$ cat config.mk
export PLATFORM = sky130hd
export DESIGN_NAME = mc_reload_timer
export DESIGN_NICKNAME = d
export VERILOG_FILES = /design/src/rtl/tmr_pkg.sv /design/src/rtl/tmr_prescaler.sv /design/src/rtl/tmr_channel.sv /design/src/rtl/mc_reload_timer.sv
export SDC_FILE = /design/constraint.sdc
export NUM_CORES = 1
export LEC_CHECK = 0
export CELL_PAD_IN_SITES_DETAIL_PLACEMENT = 1
export CELL_PAD_IN_SITES_GLOBAL_PLACEMENT = 2
export CORE_ASPECT_RATIO = 1.75
export CORE_MARGIN = 2
export CORE_UTILIZATION = 45
export CTS_CLUSTER_DIAMETER = 150
export CTS_CLUSTER_SIZE = 24
export DETAILED_ROUTE_END_ITERATION = 6
export DONT_BUFFER_PORTS = 1
export PLACE_DENSITY_LB_ADDON = 0.1
export SLEW_MARGIN = 20
export SYNTH_ARGS = -nofsm -noshare
export SYNTH_HDL_FRONTEND = slang
export SYNTH_SLANG_ARGS = --single-unit
$ cat constraint.sdc
create_clock -name clk -period 8.04 [get_ports clk]
set_input_delay 0.804 -clock clk [delete_from_list [all_inputs] [get_ports clk]]
set_output_delay 0.804 -clock clk [all_outputs]
set_load 0.02 [all_outputs]
$ cat src/rtl/tmr_pkg.sv
package tmr_pkg;
  localparam int NTAP       = 5;
  localparam int SEL_W      = 3;
  localparam int FLAG_BIT   = 8;
  localparam int IE_BIT     = 5;
  localparam int CTL_W      = 16;
  localparam int START_W    = 8;
  localparam int REG_STRIDE = 12;

  typedef struct packed {
    logic             flag;
    logic             ie;
    logic [SEL_W-1:0] sel;
  } ctl_t;

  function automatic logic [CTL_W-1:0] ctl_image(input ctl_t c);
    logic [CTL_W-1:0] img;
    img              = '0;
    img[SEL_W-1:0]   = c.sel;
    img[IE_BIT]      = c.ie;
    img[FLAG_BIT]    = c.flag;
    return img;
  endfunction
endpackage

$ cat src/rtl/tmr_prescaler.sv
module tmr_prescaler #(
  parameter int NTAP_P = tmr_pkg::NTAP
) (
  input  logic              clk,
  input  logic              rst_n,
  output logic [NTAP_P-1:0] tick
);
  localparam int PW = 2 * NTAP_P;

  logic [PW-1:0] div_q;

  always_ff @(posedge clk or negedge rst_n) begin
    if (!rst_n) div_q <= '0;
    else        div_q <= div_q + 1'b1;
  end

  // tap k divides by 4^(k+1): all low 2k+2 bits set
  for (genvar k = 0; k < NTAP_P; k++) begin : g_tap
    assign tick[k] = &div_q[2*k+1:0];
    if (k > 0) begin : g_nest
      AST_TAP_NESTED: assert property (@(posedge clk) disable iff (!rst_n)
        tick[k] |-> tick[k-1]);
    end
  end
endmodule

$ cat src/rtl/tmr_channel.sv
module tmr_channel
  import tmr_pkg::*;
#(
  parameter int CNT_W  = 32,
  parameter int NTAP_P = NTAP
) (
  input  logic              clk,
  input  logic              rst_n,
  input  logic              run,
  input  logic [NTAP_P-1:0] tick,
  input  logic [CNT_W-1:0]  wdata,
  input  logic              cor_we,
  input  logic              cnt_we,
  input  logic              ctl_we,
  output logic [CNT_W-1:0]  cor_q,
  output logic [CNT_W-1:0]  cnt_q,
  output logic [CTL_W-1:0]  ctl_img,
  output logic              irq
);
  localparam int NSEL = 2 ** SEL_W;

  ctl_t            ctl_q;
  logic [NSEL-1:0] tick_ext;
  logic            step;
  logic            at_zero;
  logic            uf;

  // codes beyond the implemented taps see a constant zero
  assign tick_ext = NSEL'(tick);
  assign step     = run && tick_ext[ctl_q.sel];
  assign at_zero  = (cnt_q == '0);
  assign uf       = step && at_zero && !cnt_we;

  always_ff @(posedge clk or negedge rst_n) begin
    if (!rst_n) begin
      cor_q <= '1;
      cnt_q <= '1;
      ctl_q <= '0;
    end else begin
      if (cor_we) cor_q <= wdata;
      if (cnt_we)    cnt_q <= wdata;
      else if (step) cnt_q <= at_zero ? cor_q : cnt_q - 1'b1;
      if (ctl_we) begin
        ctl_q.sel  <= wdata[SEL_W-1:0];
        ctl_q.ie   <= wdata[IE_BIT];
        ctl_q.flag <= (ctl_q.flag & wdata[FLAG_BIT]) | uf;
      end else if (uf) begin
        ctl_q.flag <= 1'b1;
      end
    end
  end

  assign ctl_img = ctl_image(ctl_q);
  assign irq     = ctl_q.flag & ctl_q.ie;

  AST_DECREMENT: assert property (@(posedge clk) disable iff (!rst_n)
    step && !at_zero && !cnt_we |=> cnt_q == $past(cnt_q) - 1'b1);
  AST_RESERVED_HOLD: assert property (@(posedge clk) disable iff (!rst_n)
    (ctl_q.sel > 3'd4) && !cnt_we |=> $stable(cnt_q));
  AST_RELOAD: assert property (@(posedge clk) disable iff (!rst_n)
    step && at_zero && !cnt_we |=> (cnt_q == $past(cor_q)) && ctl_q.flag);
  AST_FLAG_STICKY: assert property (@(posedge clk) disable iff (!rst_n)
    ctl_q.flag && !ctl_we |=> ctl_q.flag);
  AST_STOP_HOLD_CNT: assert property (@(posedge clk) disable iff (!rst_n)
    !run && !cnt_we |=> $stable(cnt_q));
  AST_STOP_HOLD_FLAG: assert property (@(posedge clk) disable iff (!rst_n)
    !run && !ctl_we |=> $stable(ctl_q.flag));
  AST_CNT_WRITE_WINS: assert property (@(posedge clk) disable iff (!rst_n)
    cnt_we |=> cnt_q == $past(wdata));
endmodule

$ cat src/rtl/mc_reload_timer.sv
module mc_reload_timer
  import tmr_pkg::*;
#(
  parameter int NUM_CH  = 3,
  parameter int CNT_W   = 32,
  parameter int ADDR_W  = 8,
  parameter bit COMPACT = 1'b0
) (
  input  logic              clk,
  input  logic              rst_n,
  input  logic [ADDR_W-1:0] bus_addr,
  input  logic              bus_we,
  input  logic [CNT_W-1:0]  bus_wdata,
  output logic [CNT_W-1:0]  bus_rdata,
  output logic [NUM_CH-1:0] irq
);
  localparam int START_OFS = COMPACT ? 2 : 4;
  localparam int GRP_BASE  = COMPACT ? 4 : 8;
  localparam int OFS_CNT   = 4;
  localparam int OFS_CTL   = 8;

  logic [NUM_CH-1:0] run_q;
  logic [NTAP-1:0]   tick;
  logic              start_hit;

  logic [CNT_W-1:0]  cor_v [NUM_CH];
  logic [CNT_W-1:0]  cnt_v [NUM_CH];
  logic [CTL_W-1:0]  ctl_v [NUM_CH];

  assign start_hit = (bus_addr == ADDR_W'(START_OFS));

  always_ff @(posedge clk or negedge rst_n) begin
    if (!rst_n)                   run_q <= '0;
    else if (bus_we && start_hit) run_q <= bus_wdata[NUM_CH-1:0];
  end

  tmr_prescaler #(.NTAP_P(NTAP)) u_pre (
    .clk  (clk),
    .rst_n(rst_n),
    .tick (tick)
  );

  for (genvar i = 0; i < NUM_CH; i++) begin : g_ch
    localparam int GB = GRP_BASE + REG_STRIDE * i;
    logic hit_cor, hit_cnt, hit_ctl;

    assign hit_cor = (bus_addr == ADDR_W'(GB));
    assign hit_cnt = (bus_addr == ADDR_W'(GB + OFS_CNT));
    assign hit_ctl = (bus_addr == ADDR_W'(GB + OFS_CTL));

    tmr_channel #(.CNT_W(CNT_W), .NTAP_P(NTAP)) u_ch (
      .clk    (clk),
      .rst_n  (rst_n),
      .run    (run_q[i]),
      .tick   (tick),
      .wdata  (bus_wdata),
      .cor_we (bus_we && hit_cor),
      .cnt_we (bus_we && hit_cnt),
      .ctl_we (bus_we && hit_ctl),
      .cor_q  (cor_v[i]),
      .cnt_q  (cnt_v[i]),
      .ctl_img(ctl_v[i]),
      .irq    (irq[i])
    );

    AST_IRQ_QUALIFIED: assert property (@(posedge clk) disable iff (!rst_n)
      irq[i] |-> ctl_v[i][FLAG_BIT] && ctl_v[i][IE_BIT]);
  end

  always_comb begin
    bus_rdata = '0;
    if (start_hit) bus_rdata = CNT_W'(run_q);
    for (int i = 0; i < NUM_CH; i++) begin
      if (bus_addr == ADDR_W'(GRP_BASE + REG_STRIDE * i))           bus_rdata = cor_v[i];
      if (bus_addr == ADDR_W'(GRP_BASE + REG_STRIDE * i + OFS_CNT)) bus_rdata = cnt_v[i];
      if (bus_addr == ADDR_W'(GRP_BASE + REG_STRIDE * i + OFS_CTL)) bus_rdata = CNT_W'(ctl_v[i]);
    end
  end

  AST_START_LOAD: assert property (@(posedge clk) disable iff (!rst_n)
    bus_we && start_hit |=> run_q == $past(bus_wdata[NUM_CH-1:0]));
endmodule

## Word-level counts from Yosys, hierarchy flattened

Cells that the tools add are included.

- Bitwise gates (word level): 9
- $lt $le $gt $ge: 3
- Mux-type cells: 31
- Equality and inequality tests: 10
- Add/subtract/negate cells: 4
- Reduce and logical (&&, ||, !) cells: 36

Operators by type and width:

| operator | count |
|---|---|
| $mux W32 | 18 |
| $logic_not A32 Y1 | 3 |
| $sub A32 B1 Y32 const B | 3 |
| $eq A8 B5 Y1 const B | 4 |
| $eq A8 B6 Y1 const B | 3 |
| $logic_and A1 B1 Y1 | 19 |
| $eq A8 B4 Y1 const B | 2 |
| $lt A3 B4 Y1 const B | 3 |
| $reduce_bool A2 Y1 | 6 |
| $add A10 B1 Y10 const B | 1 |
| $reduce_and A10 Y1 | 1 |
| $bmux W1 S3 | 3 |
| $mux W1 | 9 |
| $eq A8 B3 Y1 const B | 1 |
| $reduce_and A8 Y1 | 1 |
| $and A1 B1 Y1 | 6 |
| $reduce_and A6 Y1 | 1 |
| $reduce_and A4 Y1 | 1 |
| $logic_not A1 Y1 | 3 |
| $mux W3 | 1 |
| $or A1 B1 Y1 | 3 |
| $reduce_and A2 Y1 | 1 |

- Bits of input ports: 43
- Output and inout bits: 35
- Register bits: 220
- Word-level logic and storage cells: 110

## Longest topological paths before layout

- Depth in word-level cells: 11
- Depth in mapped cells: 10
- Gate-level depth less buffers: 8

## Modules after synthesis

A second synthesis with hierarchy kept.

- Cell total of the unflattened synthesis: 1724
- Area total of the unflattened synthesis: 15672.5 µm²

By module, submodules not included:

| module | seq. area each (µm²) | cells each | area an instance (µm²) | times used |
|---|---|---|---|---|
| tmr_channel (g_ch[1].u_ch ...) | 1806.7 | 403 | 4117.7 | 2 |
| tmr_channel (g_ch[0].u_ch) | 1806.7 | 404 | 4053.9 | 1 |
| mc_reload_timer | 75.1 | 479 | 2937.8 | 1 |
| tmr_prescaler | 250.2 | 35 | 445.4 | 1 |

## Worst setup path before layout

Ideal clock, no wire load.

- Kind: in2out
- Start: input bus_addr[1]
- End: output bus_rdata[21]
- Path buffers: 4
- Arrival time: 2.763 ns
- Stages on the path: 8
- Slack: 4.473 ns
- Data required time: 7.236 ns
- Path through: clkbuf_1 or3b_2 clkbuf_1 nor3_1 clkbuf_1 buf_1 a22oi_1 nand2_1

- Longest elaborated chain between the ends: 10
- Elaborated cells between the ends (all ways): 18
- Classes of those cells: eq/ne (9); mux (9)

RTL lines:

| what | line | source |
|---|---|---|
| start: declaration | mc_reload_timer.sv:11 | `input logic [ADDR_W-1:0] bus_addr,` |
| $eq A8 B4 Y1 | mc_reload_timer.sv:74 | `if (bus_addr == ADDR_W'(GRP_BASE + REG_STRIDE * i)) bus_rdata = cor_v[i];` |
| $mux W32 | mc_reload_timer.sv:74 |  |
| $mux W32 | mc_reload_timer.sv:75 | `if (bus_addr == ADDR_W'(GRP_BASE + REG_STRIDE * i + OFS_CNT)) bus_rdata = cnt_v[i];` |
| $mux W32 | mc_reload_timer.sv:76 | `if (bus_addr == ADDR_W'(GRP_BASE + REG_STRIDE * i + OFS_CTL)) bus_rdata = CNT_W'(ctl_v[i]);` |
| $mux W32 | mc_reload_timer.sv:74 |  |
| $mux W32 | mc_reload_timer.sv:75 |  |
| $mux W32 | mc_reload_timer.sv:76 |  |
| $mux W32 | mc_reload_timer.sv:74 |  |
| $mux W32 | mc_reload_timer.sv:75 |  |
| $mux W32 (*) | mc_reload_timer.sv:76 |  |
| end: declaration | mc_reload_timer.sv:14 | `output logic [CNT_W-1:0] bus_rdata,` |

Mark *: on every way between the ends. The rest lies on a longest branch, timed or not.

## Final worst setup path

- Start: input bus_addr[5]
- End: output bus_rdata[15]

Same word-level chain as after synthesis.

==> results.py <==
metrics = {
    "synth": {
        "synth_top_cell_by_area": "dfstp_2",
        "syn_area_mm2": 0.0141,
        "synth.distinct_cells": 70,
        "synthesis.nets": 1559,
        "synth_top_cell_area_share": 0.359,
        "synth_edf_count": 0,
        "synth_warnings": 0,
        "synth_area_leaders": "dfstp_2 (36%), mux2_2 (12%), dfrtp_1 (5.0%)",
        "ys_ff_latch": 220,
        "synthCells": 1509,
        "synth-main-ff-cell": "dfstp_2",
        "avgSynthCellArea_um2": 9.32,
        "synthArstFlopShare": 1.00,
        "yosysSeqAreaShare": 0.409,
    },
    "drt": {
        "drt_iter0_drc": 788,
        "drc": 4,
        "antenna_left": 0,
        "vias_per_cell": 6.77,
        "routed_wl_mm": 52.5,
        "wl_per_cell_um": 28.8,
        "num_vias": 12300,
        "firstDrtPassIters": 7,
    },
    "final_layout": {
        "final_layout_size_suffix_gt1_frac": 0.283,
        "synthToLayoutAreaGrowth_pct": 4.17,
        "fill_cells": 3497,
        "final_cell_count_no_fill": 1821,
        "nets": 1475,
    },
    "critical_path": {
        "worstPathCellList": "or3_1 -> nor3_2 -> buf_4 -> a21oi_1 -> o21ai_0",
        "rrSetupSlack_ns": 4.28,
        "reg2reg_from": "g_ch[1].u_ch.cnt_q[6]$_DFFE_PN1P_",
        "crit_end": "bus_rdata[15]",
        "worst-endpoint-required_ns": 7.24,
        "crit_path_start_kind": "input pin",
        "endpoint_kind": "output port",
        "cp_max_fo": 22,
        "r2r_end": "g_ch[1].u_ch.cnt_q[12]$_DFFE_PN1P_",
        "startpoint": "bus_addr[5]",
        "cp.arrival_ns": 3.14,
        "crit_path_max_incr_delay_ns": 0.71,
        "worst_path_max_delay_cell": "o21ai_0",
        "worst-setup-path-type": "in2out",
        "r2r_cells": 7,
    },
    "cts": {
        "cts_num_sinks": 220,
        "post_cts_buffers": 0,
        "clk_latency_ns": 0.55,
        "cts_buffer_depth": 3,
        "h-tree-depth": 1,
        "cts_root_buffer": "clkbuf_16",
        "clk_pin_slew_ns": 0.12,
        "cts_tree": "yes",
        "cts_buffers": 13,
    },
    "run": {
        "drv_cap": 0,
    },
    "sta": {
        "whs_ns": 0.0650,
        "worst_slew_pin_slew_ns": 1.12,
        "rsz0062_at_grt": "no",
        "slew_viol_final": 0,
        "finalCritPeriodShare": 0.490,
        "max_freq_mhz": 254,
        "fin_worst_skew_ns": 0.0532,
        "finalHoldViolations": 0,
        "tns_ns": 0,
        "min_period_ns": 3.94,
        "finalWorstSetupSlack_ns": 4.10,
        "slew_headroom": 0.247,
        "setup_violations": 0,
    },
    "placed_design": {
        "gp_congestion": 0.904,
        "dp_hpwl_mm": 37.5,
        "portBuffers": 0,
        "detailedPlace.worstSlack_ns": 4.09,
        "place_inst": 1800,
    },
    "status": {
        "status": "finished with violations",
        "violations": "DRC",
    },
    "floorplan": {
        "num_io_pins": 78,
        "dieArea_mm2": 0.0327,
        "die_w_um": 138,
        "core-area_mm2": 0.0307,
        "num_rows": 85,
        "start_util": 0.457,
        "fp.dieH_um": 238,
    },
    "grt": {
        "grt_pass1_vias": 12800,
        "antenna_found_initial": 3,
        "grt_max_degree": 194,
        "track_usage": 0.323,
        "grt-ovfl-total": 0,
        "grt_pass1_wl_mm": 79.2,
    },
    "power_and_ir_drop": {
        "leakage_nw": 5.59,
        "vdd_drop_max_v": 0.000129,
        "power_density_mw_per_mm2": 182,
    },
    "hold_path": {
        "hp-class": "in2async",
    },
}
## worst max-delay path, delay by kind of cell
family / cells / cell delay [ns]
AO/OA/AOI/OAI: 2 / 0.81
buffers and inverters: 1 / 0.41
AND/OR/NAND/NOR: 2 / 1.09
## logic make-up (layout without fill, tap and decap cells)
family,Yosys count,count (layout),share of synthesized area
buffers and inverters,137,57,0.0398
flip-flops,220,220,0.409
AO/OA/AOI/OAI,406,406,0.191
adder cells (fa/ha/maj),7,7,0.00623
AND/OR/NAND/NOR,510,510,0.183
other,0,1,0
XOR/XNOR,56,56,0.0349
multiplexers,173,173,0.136
## cell usage in the layout (no fill, tap or decap), types with 13 or more instances in the layout
master	Yosys	final
a21oi_1	117	117
a222oi_1	26	26
a22oi_1	30	30
a31oi_1	13	13
and3_1	19	19
buf_4	4	22
clkbuf_16	0	13
dfrtp_1	28	28
dfstp_2	192	192
inv_1	15	15
mux2_2	144	144
mux2i_1	29	29
nand2_1	135	135
nand3_1	44	43
nand4_1	15	15
nor2_1	116	114
nor3_1	47	43
nor4_1	35	34
o211ai_1	17	17
o21a_1	13	13
o21ai_0	74	74
o22ai_1	13	13
o31ai_1	18	18
or3_1	17	17
or4_1	18	18
xnor2_1	41	41
xor2_1	15	15
## timing repair
action                    in CTS  in global routing
hold buffers                   1                  0
hold endpoints to repair      28                  0
gates resized for setup        0                  0
## per-layer routing
layer,global-route usage,up-vias,wire [µm]
met5,0,-,0
met4,0.121,0,2050
met3,0.0406,97,2320
met2,0.580,340,27500
met1,0.387,6427,20700
li1,-,5472,-
## metrics by stage
step,cell area (µm²),util,power [mW]
6_report,14600,0.476,2.66
5_1_grt,14600,0.476,2.77
4_1_cts,14600,0.476,2.67
3_5_place_dp,14300,0.464,1.93
3_3_place_gp,14200,0.464,1.91
2_1_floorplan,14100,-,1.77
## power breakdown
group	total [mW]	switching (mW)	internal, mW
clock network	0.732	0.422	0.310
registers	1.49	0.186	1.30
logic	0.446	0.235	0.211
## area by class of cell
cell class                 count  area (µm²)  area share
multi-input combinational   1152        7800       0.532
sequential                   220        5750       0.392
tap                          391         489      0.0334
clock buffer                  17         340      0.0232
timing repair buffer          23         185      0.0126
inverter                      15        56.3     0.00384
clock inverter                 2        28.8     0.00196
antenna                        1        2.50    0.000171
## registers in the layout (all words and copies together) (netlist names)
| name | count |
|---|---|
| run_q | 3 |
| g_ch.u_ch.cnt_q | 96 |
| u_pre.div_q | 10 |
| g_ch.u_ch.cor_q | 96 |
| g_ch.u_ch.ctl_img | 15 |
## worst min-delay path by stage
| stage | startpoint | end | cells after the start |
|---|---|---|---|
| 2_1_floorplan | u_pre.div_q[5]$_DFF_PN0_ | u_pre.div_q[5]$_DFF_PN0_ | 1 |
| 3_3_place_gp | u_pre.div_q[5]$_DFF_PN0_ | u_pre.div_q[5]$_DFF_PN0_ | 1 |
| 3_5_place_dp | u_pre.div_q[9]$_DFF_PN0_ | u_pre.div_q[9]$_DFF_PN0_ | 1 |
| 4_1_cts | rst_n | g_ch[2].u_ch.ctl_img[0]$_DFFE_PN0P_ | 1 |
| 5_1_grt | rst_n | g_ch[2].u_ch.ctl_img[2]$_DFFE_PN0P_ | 1 |
| 6_report | rst_n | g_ch[1].u_ch.ctl_img[1]$_DFFE_PN0P_ | 1 |
## Yosys cell counts (17+ instances only)
master	n
nand2_1	135
a222oi_1	26
dfrtp_1	28
nor3_1	47
and3_1	19
clkbuf_1	94
nand3_1	44
xnor2_1	41
or4_1	18
o31ai_1	18
o211ai_1	17
or3_1	17
o21ai_0	74
mux2i_1	29
dfstp_2	192
nor4_1	35
nor2_1	116
mux2_2	144
a21oi_1	117
a22oi_1	30
Power figures use the tool's default switching activity.
